`src/rtl/dtmr_pkg.sv`:
```
package dtmr_pkg;

  // word index of each register, decoded from address bits [3:2]
  localparam int unsigned IDX_STATUS   = 0;
  localparam int unsigned IDX_CONTROL  = 1;
  localparam int unsigned IDX_PERIOD   = 2;
  localparam int unsigned IDX_SNAPSHOT = 3;

  // status bit positions
  localparam int unsigned ST_TIMEOUT = 0;
  localparam int unsigned ST_RUNNING = 1;

  // control bit positions
  localparam int unsigned CT_IRQ_EN = 0;
  localparam int unsigned CT_CONT   = 1;
  localparam int unsigned CT_START  = 2;
  localparam int unsigned CT_STOP   = 3;

  // strobes from the bus-side control to the counter datapath
  typedef struct packed {
    logic loadPeriod;
    logic clearTimeout;
    logic cmdStart;
    logic cmdStop;
  } dtmr_strobe_t;

endpackage

```
`src/rtl/dtmr_datapath.sv`:
```
module dtmr_datapath
  import dtmr_pkg::*;
#(
  parameter int unsigned DATA_W = 32
) (
  input  logic              clk,
  input  logic              rstN,
  input  dtmr_strobe_t      strobe,
  input  logic              contMode,
  input  logic [DATA_W-1:0] wrData,
  output logic [DATA_W-1:0] count,
  output logic [DATA_W-1:0] period,
  output logic              running,
  output logic              timeout
);

  logic tickOn;
  logic atEnd;
  logic expire;
  logic [DATA_W-1:0] countNext;
  logic runNext;

  // a period load replaces the step of this cycle
  assign tickOn = running && !strobe.loadPeriod;
  // count of 1 or 0 means the next step would reach or pass zero
  assign atEnd  = ~|count[DATA_W-1:1];
  assign expire = tickOn && atEnd;

  always_comb begin
    if (strobe.loadPeriod)  countNext = wrData;
    else if (expire)        countNext = contMode ? period : '0;
    else if (tickOn)        countNext = count - DATA_W'(1);
    else                    countNext = count;
  end

  always_comb begin
    if (strobe.cmdStart || strobe.cmdStop) runNext = strobe.cmdStart && !strobe.cmdStop;
    else if (expire && !contMode)          runNext = 1'b0;
    else                                   runNext = running;
  end

  always_ff @(posedge clk or negedge rstN) begin
    if (!rstN) begin
      count   <= '0;
      period  <= '0;
      running <= 1'b0;
      timeout <= 1'b0;
    end else begin
      count   <= countNext;
      running <= runNext;
      if (strobe.loadPeriod) period <= wrData;
      if (expire)                   timeout <= 1'b1;
      else if (strobe.clearTimeout) timeout <= 1'b0;
    end
  end

endmodule

```
`src/rtl/dtmr_ctrl.sv`:
```
module dtmr_ctrl
  import dtmr_pkg::*;
#(
  parameter int unsigned DATA_W = 32,
  parameter int unsigned ADDR_W = 8
) (
  input  logic              clk,
  input  logic              rstN,
  input  logic              busValid,
  input  logic              busWrite,
  input  logic [ADDR_W-1:0] busAddr,
  input  logic [DATA_W-1:0] busWdata,
  input  logic [DATA_W-1:0] count,
  input  logic [DATA_W-1:0] period,
  input  logic              running,
  input  logic              timeout,
  output dtmr_strobe_t      strobe,
  output logic [DATA_W-1:0] ctrlWord,
  output logic [DATA_W-1:0] busRdata
);

  localparam int unsigned IDX_W = 2;

  logic hiZero;
  logic [IDX_W-1:0] wordIdx;
  logic wrHit;
  logic rdHit;
  logic wrCtrl;
  logic [DATA_W-1:0] rdMux;
  logic unusedAddrLow;

  generate
    if (ADDR_W > 4) begin : g_hiDecode
      assign hiZero = ~|busAddr[ADDR_W-1:4];
    end else begin : g_noHi
      assign hiZero = 1'b1;
    end
  endgenerate

  assign wordIdx       = busAddr[3:2];
  assign unusedAddrLow = ^busAddr[1:0];
  assign wrHit         = busValid && busWrite && hiZero;
  assign rdHit         = busValid && !busWrite;
  assign wrCtrl        = wrHit && (wordIdx == IDX_W'(IDX_CONTROL));

  assign strobe.loadPeriod   = wrHit && (wordIdx == IDX_W'(IDX_PERIOD));
  assign strobe.clearTimeout = wrHit && (wordIdx == IDX_W'(IDX_STATUS));
  assign strobe.cmdStart     = wrCtrl && busWdata[CT_START];
  assign strobe.cmdStop      = wrCtrl && busWdata[CT_STOP];

  always_comb begin
    rdMux = '0;
    if (hiZero) begin
      unique case (wordIdx)
        IDX_W'(IDX_STATUS): begin
          rdMux[ST_TIMEOUT] = timeout;
          rdMux[ST_RUNNING] = running;
        end
        IDX_W'(IDX_CONTROL):  rdMux = ctrlWord;
        IDX_W'(IDX_PERIOD):   rdMux = period;
        default:              rdMux = count;
      endcase
    end
  end

  always_ff @(posedge clk or negedge rstN) begin
    if (!rstN) begin
      ctrlWord <= '0;
      busRdata <= '0;
    end else begin
      if (wrCtrl) ctrlWord <= busWdata;
      if (rdHit)  busRdata <= rdMux;
    end
  end

endmodule

```
`src/rtl/down_timer.sv`:
```
module down_timer
  import dtmr_pkg::*;
#(
  parameter int unsigned DATA_W = 32,
  parameter int unsigned ADDR_W = 8
) (
  input  logic              clk,
  input  logic              rstN,
  input  logic              busValid,
  input  logic              busWrite,
  input  logic [ADDR_W-1:0] busAddr,
  input  logic [DATA_W-1:0] busWdata,
  output logic [DATA_W-1:0] busRdata,
  output logic              irq
);

  dtmr_strobe_t      strobe;
  logic [DATA_W-1:0] ctrlWord;
  logic [DATA_W-1:0] dpCount;
  logic [DATA_W-1:0] dpPeriod;
  logic              dpRunning;
  logic              dpTimeout;

  dtmr_ctrl #(.DATA_W(DATA_W), .ADDR_W(ADDR_W)) u_ctrl (
    .clk      (clk),
    .rstN     (rstN),
    .busValid (busValid),
    .busWrite (busWrite),
    .busAddr  (busAddr),
    .busWdata (busWdata),
    .count    (dpCount),
    .period   (dpPeriod),
    .running  (dpRunning),
    .timeout  (dpTimeout),
    .strobe   (strobe),
    .ctrlWord (ctrlWord),
    .busRdata (busRdata)
  );

  dtmr_datapath #(.DATA_W(DATA_W)) u_dp (
    .clk      (clk),
    .rstN     (rstN),
    .strobe   (strobe),
    .contMode (ctrlWord[CT_CONT]),
    .wrData   (busWdata),
    .count    (dpCount),
    .period   (dpPeriod),
    .running  (dpRunning),
    .timeout  (dpTimeout)
  );

  assign irq = dpTimeout && ctrlWord[CT_IRQ_EN];

endmodule

```
`config.mk`:
```
export PLATFORM = sky130hd
export DESIGN_NAME = down_timer
export DESIGN_NICKNAME = d
export VERILOG_FILES = /design/src/rtl/dtmr_pkg.sv /design/src/rtl/dtmr_datapath.sv /design/src/rtl/dtmr_ctrl.sv /design/src/rtl/down_timer.sv
export SDC_FILE = /design/constraint.sdc
export NUM_CORES = 1
export LEC_CHECK = 0
export BUFFER_PORTS_ARGS = -buffer_cell sky130_fd_sc_hd__buf_2
export CAP_MARGIN = 20
export CORE_MARGIN = 5
export CORE_UTILIZATION = 60
export DETAILED_ROUTE_END_ITERATION = 8
export PLACE_DENSITY_LB_ADDON = 0.15
export SYNTH_ARGS = -nofsm -noshare
export SYNTH_HDL_FRONTEND = slang
export SYNTH_SLANG_ARGS = --single-unit
```
`constraint.sdc`:
```
create_clock -name clk -period 4.7 [get_ports clk]
set_input_delay 0.47 -clock clk [delete_from_list [all_inputs] [get_ports clk]]
set_output_delay 0.47 -clock clk [all_outputs]
set_load 0.02 [all_outputs]
```
==> results.sh, run 1 <==
export IMPL_multiInputGateArea_sq_mm=0.00314
export IMPL_clk_latency_ps=540
export IMPL_worst_pin_slew_ps=1160
export IMPL_cp_arrival_ps=3770
export IMPL_leakagePower_nw=3.80
export IMPL_final_util_pct=70.0
export IMPL_top_level_ports=77
export IMPL_path_clk_slew_ps=60
export IMPL_cts_htree_levels=4
export IMPL_num_vias=6138
export IMPL_period_minus_slack_ps=3370
export IMPL_dpl_cell_area_sq_mm=0.00708
export IMPL_wl_per_cell_um=19.7
export IMPL_final_layout_size_suffix_gt1_share_pct=15.6
export IMPL_cap_violations=0
export IMPL_antenna_found_initial=0
export IMPL_switching_power_w=0.000917
export IMPL_dieArea_sq_mm=0.0132
export IMPL_max_freq_mhz=297
export IMPL_clockBufferDepth=2
export IMPL_final_setup_skew_ps=8.04
export IMPL_rows=38
export IMPL_yosysWarnings=0
export IMPL_grt_max_degree=56
export IMPL_ys_seq_area_share_pct=49.2
export IMPL_switching_share_pct=30.0
export IMPL_endpoint_kind="flop"
export IMPL_cp_start_kind="flop"
export IMPL_max_slew_margin_pct=22.1
export IMPL_area_growth_pct=14.6
export IMPL_syn_inst=774
export IMPL_avgSynthCellArea_sq_um=8.55
export IMPL_cts_tree="yes"
export IMPL_rsz0062_at_grt="no"
export IMPL_final_nets=876
export IMPL_synth_ff_type="dfrtp_1"
export IMPL_seq_power_share_pct=45.2
export IMPL_die_height_um=115
export IMPL_yosys_top_cells_count="nand2_1 (254), dfrtp_1 (130), a21oi_1 (51)"
export IMPL_place_congestion=0.897
export IMPL_irDropWorstVdd_mv=0.263
export IMPL_synth_edf_count=0
export IMPL_first_iter_violations=658
export IMPL_chipWidth_um=115
export IMPL_setup_violations=0
export IMPL_async_reset_ff_share_pct=100
export IMPL_synth_top_area_share_pct=49.2
export IMPL_run_status="completed"
export IMPL_post_route_period_util_pct=71.6
export IMPL_total_power_w=0.00306
export IMPL_grt_pass1_vias=6161
export IMPL_min_path_cells=3
export IMPL_core_area_sq_mm=0.0108
export IMPL_ys_types=59
export IMPL_syn_area_sq_mm=0.00662
export IMPL_drc=0
export IMPL_cp_max_fo=12
export IMPL_reg2reg_depth=6
export IMPL_crit_type="reg -> reg"
export IMPL_synth_largest_area_cell="dfrtp_1"
export IMPL_combPwrFrac_pct=17.0
export IMPL_required_ps=5100
export IMPL_slew_violations=0
export IMPL_cts_sinks=130
export IMPL_yosysMostFrequentCell="nand2_1"
export IMPL_antenna_left=0
export IMPL_p_int_w=0.00214
export IMPL_ys_seq_elements=130
export IMPL_hp_class="in -> reg"
export IMPL_firstDrtPassIters=6
export IMPL_fillers=844
export IMPL_grt_overflow=0
export IMPL_via_per_inst=6.25
export IMPL_power_frac_clock_pct=37.7
export IMPL_regArea_sq_mm=0.00325
export IMPL_antenna_cells=0
export IMPL_port_buffers=74
export IMPL_syn_nets=819
export IMPL_initial_utilization_pct=61.0
export IMPL_grt_use_total_pct=31.0
export IMPL_grt_pass1_wl_mm=31.8
export IMPL_cts_root_buf="clkbuf_8"
export IMPL_power_density_mw_per_mm2=403
export IMPL_fin_area_sq_mm=0.00758
export IMPL_fin_setup_tns_ps=0
export IMPL_routed_wirelength_mm=19.4
export IMPL_synthTopCellsByArea="dfrtp_1 (49%), nand2_1 (14%), mux2i_1 (4.7%), a21oi_1 (3.9%), o21ai_0 (3.2%)"
export IMPL_hpwl_mm=12.4
export IMPL_hold_viol=0
export IMPL_cts_made_buffers=17
-- cells by family after synthesis --
kind of cell	count (synthesis)	share of synthesized area, %
AND/OR/NAND/NOR	369	23.7
XOR/XNOR	13	1.72
multiplexers	36	5.94
adder cells (fa/ha/maj)	1	0.189
buffers and inverters	58	3.52
flip-flops	130	49.2
AO/OA/AOI/OAI	167	15.8
-- power groups by stage --
stage	combinational, W	clock (W)	sequential (W)
6_report	0.000522	0.00115	0.00138
5_1_grt	0.000582	0.00122	0.00140
2_1_floorplan	0.000377	0	0.00134
3_3_place_gp	0.000495	0	0.00139
3_5_place_dp	0.000513	0	0.00140
4_1_cts	0.000517	0.00116	0.00138
-- what timing repair did --
item                      CTS  global route
hold endpoints to repair    5             0
setup buffers               0             0
hold buffers                1             0
gates resized for setup     0             0
-- layer usage --
metal	vias to the layer above	track usage (%)	wire length [um]
met4	0	14.6	624
li1	2790	-	-
met1	2906	40.7	7680
met3	65	8.05	2040
met2	377	48.1	9060
met5	-	0	0
-- registers in the layout, summed over array words and instances, names as in the netlist --
name / flops
u_dp.period: 32
u_dp.timeout: 1
u_dp.count: 32
u_dp.running: 1
u_ctrl.ctrlWord: 32
u_ctrl.busRdata: 32
-- cells in the final DEF, fill, tap and decap left out, types with 6 or more instances in the layout --
cell type and instances:
buf_2 73, buf_4 15, clkinv_2 7, xor2_1 8, a22oi_1 13, nor3_1 10, a31oi_1 8, o21ai_0 42
o211ai_1 8, a21oi_1 51, a22o_1 10, nand2_1 254, mux2i_1 31, o22ai_1 7, clkbuf_16 16, nand3_1 15
nor4_1 9, dfrtp_1 130, inv_1 6, nor2_1 49
-- worst paths after layout --
kind / from / end / slack (ps)
min in group asynchronous: rstN / u_ctrl.busRdata[10]$_DFFE_PN0P_ / 530
min reg2reg: u_ctrl.ctrlWord[3]$_DFFE_PN0P_ / u_ctrl.ctrlWord[3]$_DFFE_PN0P_ / 460
max in group asynchronous: rstN / u_dp.period[22]$_DFFE_PN0P_ / 3110
max: u_dp.count[12]$_DFFE_PN0P_ / u_dp.count[27]$_DFFE_PN0P_ / 1330
min: busWdata[17] / u_ctrl.ctrlWord[17]$_DFFE_PN0P_ / 150
max reg2reg: u_dp.count[12]$_DFFE_PN0P_ / u_dp.count[27]$_DFFE_PN0P_ / 1330
-- per-stage QoR --
| stage | setup slack [ps] | hold WS, ps | cells |
|---|---|---|---|
| 2_1_floorplan | 1970 | 174 | 774 |
| 3_3_place_gp | 1510 | 449 | 951 |
| 3_5_place_dp | 1440 | 455 | 951 |
| 4_1_cts | 1420 | 140 | 982 |
| 5_1_grt | 1200 | 147 | 982 |
| 6_report | 1330 | 152 | 982 |
-- final cells by class --
class,count,share of cell area (%)
flip-flops and latches,130,42.9
multi-input cells,586,41.5
repair buffers,89,6.43
clock buffers,22,5.71
well taps,140,2.31
clock inverters,8,0.858
inverters,7,0.346
-- critical path: stages, from the launching register on --
cell	delay (ps)
dfrtp_1	420
or4_4	580
or3_2	480
nor2_1	710
a21oi_1	530
a32oi_1	390
nand3_1	110
No activity file was read; power rests on OpenSTA's default activity.
==> run 2: changes to the inputs <==
--- a/config.mk
+++ b/config.mk
@@ -8,7 +8,7 @@
 export BUFFER_PORTS_ARGS = -buffer_cell sky130_fd_sc_hd__buf_2
 export CAP_MARGIN = 20
 export CORE_MARGIN = 5
-export CORE_UTILIZATION = 60
+export CORE_UTILIZATION = 59
 export DETAILED_ROUTE_END_ITERATION = 8
 export PLACE_DENSITY_LB_ADDON = 0.15
 export SYNTH_ARGS = -nofsm -noshare
==> constraint.sdc (replaced) <==
create_clock -name clk -period 3.1 [get_ports clk]
set_input_delay 0.31 -clock clk [delete_from_list [all_inputs] [get_ports clk]]
set_output_delay 0.31 -clock clk [all_outputs]
set_load 0.02 [all_outputs]
==> results.sh, run 2 (synthesis gave the netlist of run 1 again) <==
export IMPL_run_status="finished, violations left"
export IMPL_violations="hold timing"
export IMPL_dieArea_sq_mm=0.0134
export IMPL_irDropWorstVdd_mv=0.384
export IMPL_fin_ws_ps=233
export IMPL_worst_pin_slew_ps=987
export IMPL_drc=0
export IMPL_leakagePower_nw=3.88
export IMPL_first_iter_violations=727
export IMPL_grt_use_total_pct=30.2
export IMPL_via_per_inst=6.18
export IMPL_period_minus_slack_ps=2870
export IMPL_place_congestion=0.947
export IMPL_cts_root_buf="clkbuf_16"
export IMPL_firstDrtPassIters=5
export IMPL_hold_viol=3
export IMPL_post_route_period_util_pct=92.5
export IMPL_slowest_stage="or4_4"
export IMPL_path_clk_slew_ps=60
export IMPL_clockBufferDepth=2
export IMPL_post_cts_resized=0
export IMPL_setup_violations=0
export IMPL_area_growth_pct=17.3
export IMPL_max_freq_mhz=349
export IMPL_top_level_ports=77
export IMPL_whs_ps=-4.30
export IMPL_final_nets=888
export IMPL_crit_chain="or4_4, or3_2, or2_2, nor2_1, buf_4, a31oi_1, o211ai_1"
export IMPL_crit_type="reg -> reg"
export IMPL_grt_overflow=0
export IMPL_initial_utilization_pct=60.5
export IMPL_num_vias=6147
export IMPL_cts_tree="yes"
export IMPL_chipWidth_um=116
export IMPL_wl_per_cell_um=19.3
export IMPL_final_common_cell="nand2_1"
export IMPL_cts_hold_buf=0
export IMPL_antenna_found_initial=0
export IMPL_core_area_sq_mm=0.0109
export IMPL_max_slew_margin_pct=34.2
export IMPL_grt_pass1_vias=6104
export IMPL_grt_max_degree=68
export IMPL_rows=38
export IMPL_cap_violations=0
export IMPL_required_ps=3420
export IMPL_grt_pass1_wl_mm=31.2
export IMPL_slew_violations=0
export IMPL_cts_made_buffers=17
export IMPL_cp_max_fo=13
export IMPL_endpoint_kind="flop"
export IMPL_dpl_cell_area_sq_mm=0.00718
export IMPL_hpwl_mm=12.4
export IMPL_fin_setup_tns_ps=0
export IMPL_final_layout_size_suffix_gt1_share_pct=17.2
export IMPL_antenna_left=0
export IMPL_cp_start_kind="flop"
export IMPL_layout_common_cells="nand2_1 (254), dfrtp_1 (130), buf_2 (73)"
export IMPL_final_setup_skew_ps=5.09
export IMPL_port_buffers=74
export IMPL_routed_wirelength_mm=19.2
export IMPL_power_density_mw_per_mm2=627
export IMPL_hp_class="in -> async"
export IMPL_cp_arrival_ps=3190
export IMPL_antenna_cells=0
export IMPL_post_cts_buffers=0
export IMPL_rsz0062_at_grt="no"
export IMPL_path_buf_inv=1
export IMPL_critPathMaxStageDelay_ps=590
export IMPL_place_ws_ps=325
export IMPL_cts_sinks=130
export IMPL_critical_path_top_delay_family="simple AND/OR/NAND/NOR gates"
export IMPL_clk_latency_ps=410
export IMPL_cts_htree_levels=4
export IMPL_die_height_um=116
export IMPL_fin_area_sq_mm=0.00776
## run 2: final cells by class
cell class / instances / area, sq um
flip-flops and latches: 130 / 3250
multi-input cells: 586 / 3140
inverters: 7 / 26.3
repair buffers: 101 / 588
fillers: 866 / 3180
well taps: 140 / 175
clock buffers: 21 / 470
clock inverters: 9 / 108
## run 2: final timing paths
kind | endpoint | slack (ps) | startpoint | cells after the start
max | u_dp.count[8]$_DFFE_PN0P_ | 230 | u_dp.count[12]$_DFFE_PN0P_ | 7
min | u_ctrl.busRdata[4]$_DFFE_PN0P_ | -4 | rstN | 1
max reg2reg | u_dp.count[8]$_DFFE_PN0P_ | 230 | u_dp.count[12]$_DFFE_PN0P_ | 7
min reg2reg | u_ctrl.ctrlWord[20]$_DFFE_PN0P_ | 460 | u_ctrl.ctrlWord[20]$_DFFE_PN0P_ | 2
max in group asynchronous | u_dp.count[16]$_DFFE_PN0P_ | 2320 | rstN | 2
min in group clk | u_ctrl.ctrlWord[17]$_DFFE_PN0P_ | 110 | busWdata[17] | 3
## run 2: metrics by stage
stage | hold slack (ps) | total power [W] | cells | utilization, %
after floorplan | 14.4 | 0.00260 | 774 | -
after global placement | 449 | 0.00287 | 964 | 65.7
after detailed placement | 455 | 0.00291 | 964 | 65.7
after CTS | 36.4 | 0.00486 | 994 | 71.0
after global routing | 65.9 | 0.00509 | 994 | 71.0
final | -4.30 | 0.00487 | 994 | 71.0
## run 2: power breakdown
part	internal, W	switching [W]	leakage [nW]
logic	0.000346	0.000463	1.88
registers	0.00187	0.000234	1.74
clock network	0.00123	0.000721	0.269
total	0.00345	0.00142	3.88
## run 2: metal layers
layer | GRT usage, % | up-vias | part of all wire [%]
met5 | 0 | - | 0
met4 | 13.2 | 0 | 3.3
met3 | 7.05 | 67 | 9.4
met2 | 46.8 | 333 | 46
met1 | 40.8 | 2939 | 41
li1 | - | 2808 | -
==> run 3: changes to the inputs <==
--- a/config.mk
+++ b/config.mk
@@ -5,8 +5,9 @@
 export SDC_FILE = /design/constraint.sdc
 export NUM_CORES = 1
 export LEC_CHECK = 0
-export BUFFER_PORTS_ARGS = -buffer_cell sky130_fd_sc_hd__buf_2
+export BUFFER_PORTS_ARGS = -buffer_cell sky130_fd_sc_hd__buf_4
 export CAP_MARGIN = 20
+export CORE_ASPECT_RATIO = 2
 export CORE_MARGIN = 5
 export CORE_UTILIZATION = 59
 export DETAILED_ROUTE_END_ITERATION = 8
@@ -14,3 +15,4 @@
 export SYNTH_ARGS = -nofsm -noshare
 export SYNTH_HDL_FRONTEND = slang
 export SYNTH_SLANG_ARGS = --single-unit
+export TNS_END_PERCENT = 50
==> results.sh, run 3 (synthesis gave the netlist of run 1 again) <==
export IMPL_run_status="finished, violations left"
export IMPL_violations="hold timing"
export IMPL_hp_class="in -> async"
export IMPL_cts_tree="yes"
export IMPL_max_freq_mhz=334
export IMPL_path_buf_inv=1
export IMPL_switching_share_pct=29.3
export IMPL_top_level_ports=77
export IMPL_die_height_um=160
export IMPL_final_layout_size_suffix_gt1_share_pct=18.5
export IMPL_cp_start_kind="flop"
export IMPL_crit_type="reg -> reg"
export IMPL_critPathMaxStageDelay_ps=580
export IMPL_dieArea_sq_mm=0.0136
export IMPL_irDropWorstVdd_mv=0.511
export IMPL_reg2reg_depth=7
export IMPL_cap_violations=0
export IMPL_rr_endpoint="u_dp.count[31]$_DFFE_PN0P_"
export IMPL_power_frac_clock_pct=41.8
export IMPL_grt_overflow=0
export IMPL_path_clk_slew_ps=60
export IMPL_rsz0062_at_grt="no"
export IMPL_required_ps=3420
export IMPL_cts_made_buffers=17
export IMPL_via_per_inst=6.19
export IMPL_seq_power_share_pct=41.2
export IMPL_clk_latency_ps=420
export IMPL_fin_setup_tns_ps=0
export IMPL_crit_chain="or4_4, or3_2, or2_2, nor3_4, buf_4, a21oi_1, o21ai_0"
export IMPL_post_cts_buffers=0
export IMPL_rows=54
export IMPL_firstDrtPassIters=5
export IMPL_post_cts_resized=0
export IMPL_slowest_stage="or4_4"
export IMPL_grt_pass1_wl_mm=33.2
export IMPL_antenna_cells=0
export IMPL_timing_rr_start="u_dp.count[12]$_DFFE_PN0P_"
export IMPL_cts_hold_buf=0
export IMPL_cts_root_buf="clkbuf_16"
export IMPL_grt_pass1_vias=6585
export IMPL_place_ws_ps=135
export IMPL_grt_use_total_pct=30.8
export IMPL_cts_sinks=130
export IMPL_power_density_mw_per_mm2=630
export IMPL_drc=0
export IMPL_final_nets=900
export IMPL_cts_htree_levels=4
export IMPL_hold_viol=4
export IMPL_combPwrFrac_pct=17.0
export IMPL_period_minus_slack_ps=2990
export IMPL_slew_violations=0
export IMPL_antenna_left=0
export IMPL_routed_wirelength_mm=20.3
export IMPL_clockBufferDepth=2
export IMPL_chipWidth_um=84.9
export IMPL_initial_utilization_pct=60.4
export IMPL_max_slew_margin_pct=47.9
export IMPL_worst_pin_slew_ps=778
export IMPL_whs_ps=-5.23
export IMPL_wl_per_cell_um=20.1
export IMPL_antenna_found_initial=0
export IMPL_port_buffers=74
export IMPL_final_setup_skew_ps=6.93
export IMPL_area_growth_pct=22.2
export IMPL_core_area_sq_mm=0.0109
export IMPL_setup_violations=0
export IMPL_cp_max_fo=13
export IMPL_hpwl_mm=13.6
export IMPL_post_route_period_util_pct=96.6
export IMPL_leakagePower_nw=4.01
export IMPL_fillers=851
export IMPL_p_int_w=0.00360
export IMPL_switching_power_w=0.00150
export IMPL_reg2reg_slack_ps=110
export IMPL_grt_max_degree=131
export IMPL_fin_ws_ps=106
export IMPL_cp_arrival_ps=3310
export IMPL_endpoint_kind="flop"
export IMPL_first_iter_violations=442
export IMPL_final_util_pct=73.9
export IMPL_num_vias=6241
export IMPL_place_congestion=0.965
export IMPL_final_common_cell="nand2_1"
export IMPL_total_power_w=0.00510
export IMPL_layout_common_cells="nand2_1 (254), dfrtp_1 (130), buf_4 (112)"
export IMPL_critical_path_top_delay_family="simple AND/OR/NAND/NOR gates"
run 3: changes by cell type in the layout (fill, tap and decap cells not counted):
cell | previous run | this run
buf_4 | 27 | 112
buf_2 | 73 | 0
clkinv_4 | 0 | 5
clkinvlp_4 | 5 | 1
clkbuf_8 | 3 | 0
inv_6 | 0 | 3
bufinv_16 | 2 | 4
clkinv_2 | 2 | 1
run 3: power groups by stage:
stage | Clock (W) | Combinational (W) | Sequential [W]
finish | 0.00213 | 0.000865 | 0.00210
global route | 0.00223 | 0.000962 | 0.00212
CTS | 0.00214 | 0.000859 | 0.00209
detailed placement | 0 | 0.000845 | 0.00212
global placement | 0 | 0.000817 | 0.00211
floorplan | 0 | 0.000572 | 0.00203
run 3: area by class of cell:
cell class	instances	area, sq um	area share, %
multi-input combinational	586	3140	38.8
inverter	7	26.3	0.325
sequential	130	3250	40.2
clock inverter	14	203	2.51
timing repair buffer	113	861	10.6
clock buffer	18	429	5.31
tap	140	175	2.17
run 3: how the worst max path moves through the flow:
stage	slack, ps	endpoint	start	cells after the start
6_report	110	u_dp.count[31]$_DFFE_PN0P_	u_dp.count[12]$_DFFE_PN0P_	7
5_1_grt	50	u_dp.count[31]$_DFFE_PN0P_	u_dp.count[12]$_DFFE_PN0P_	7
4_1_cts	110	u_dp.count[31]$_DFFE_PN0P_	u_dp.count[12]$_DFFE_PN0P_	7
3_5_place_dp	140	u_dp.count[31]$_DFFE_PN0P_	u_dp.count[12]$_DFFE_PN0P_	7
3_3_place_gp	220	u_dp.count[23]$_DFFE_PN0P_	u_dp.count[12]$_DFFE_PN0P_	7
2_1_floorplan	370	u_dp.count[25]$_DFFE_PN0P_	u_dp.count[12]$_DFFE_PN0P_	7
run 3: metal layers:
metal | vias up | track usage [%] | routed length, um
li1 | 2827 | - | -
met1 | 3016 | 37.2 | 7480
met2 | 320 | 51.8 | 10400
met3 | 78 | 5.11 | 1500
met4 | 0 | 16.5 | 952
met5 | - | 0 | 0
run 3: metrics by stage:
step	cell area (sq um)	hold WS [ps]	cells
6_report	8090	-5.23	1008
5_1_grt	8090	65.7	1008
4_1_cts	8090	38.6	1008
3_5_place_dp	7450	455	976
3_3_place_gp	7450	450	976
2_1_floorplan	6620	14.4	774
run 3: worst reg2reg max path: cells and delay by family (launching register included):
kind / cells / cell delay, ps
simple gates: 4 / 2030
compound gates: 2 / 180
buf+inv: 1 / 270
flops: 1 / 430
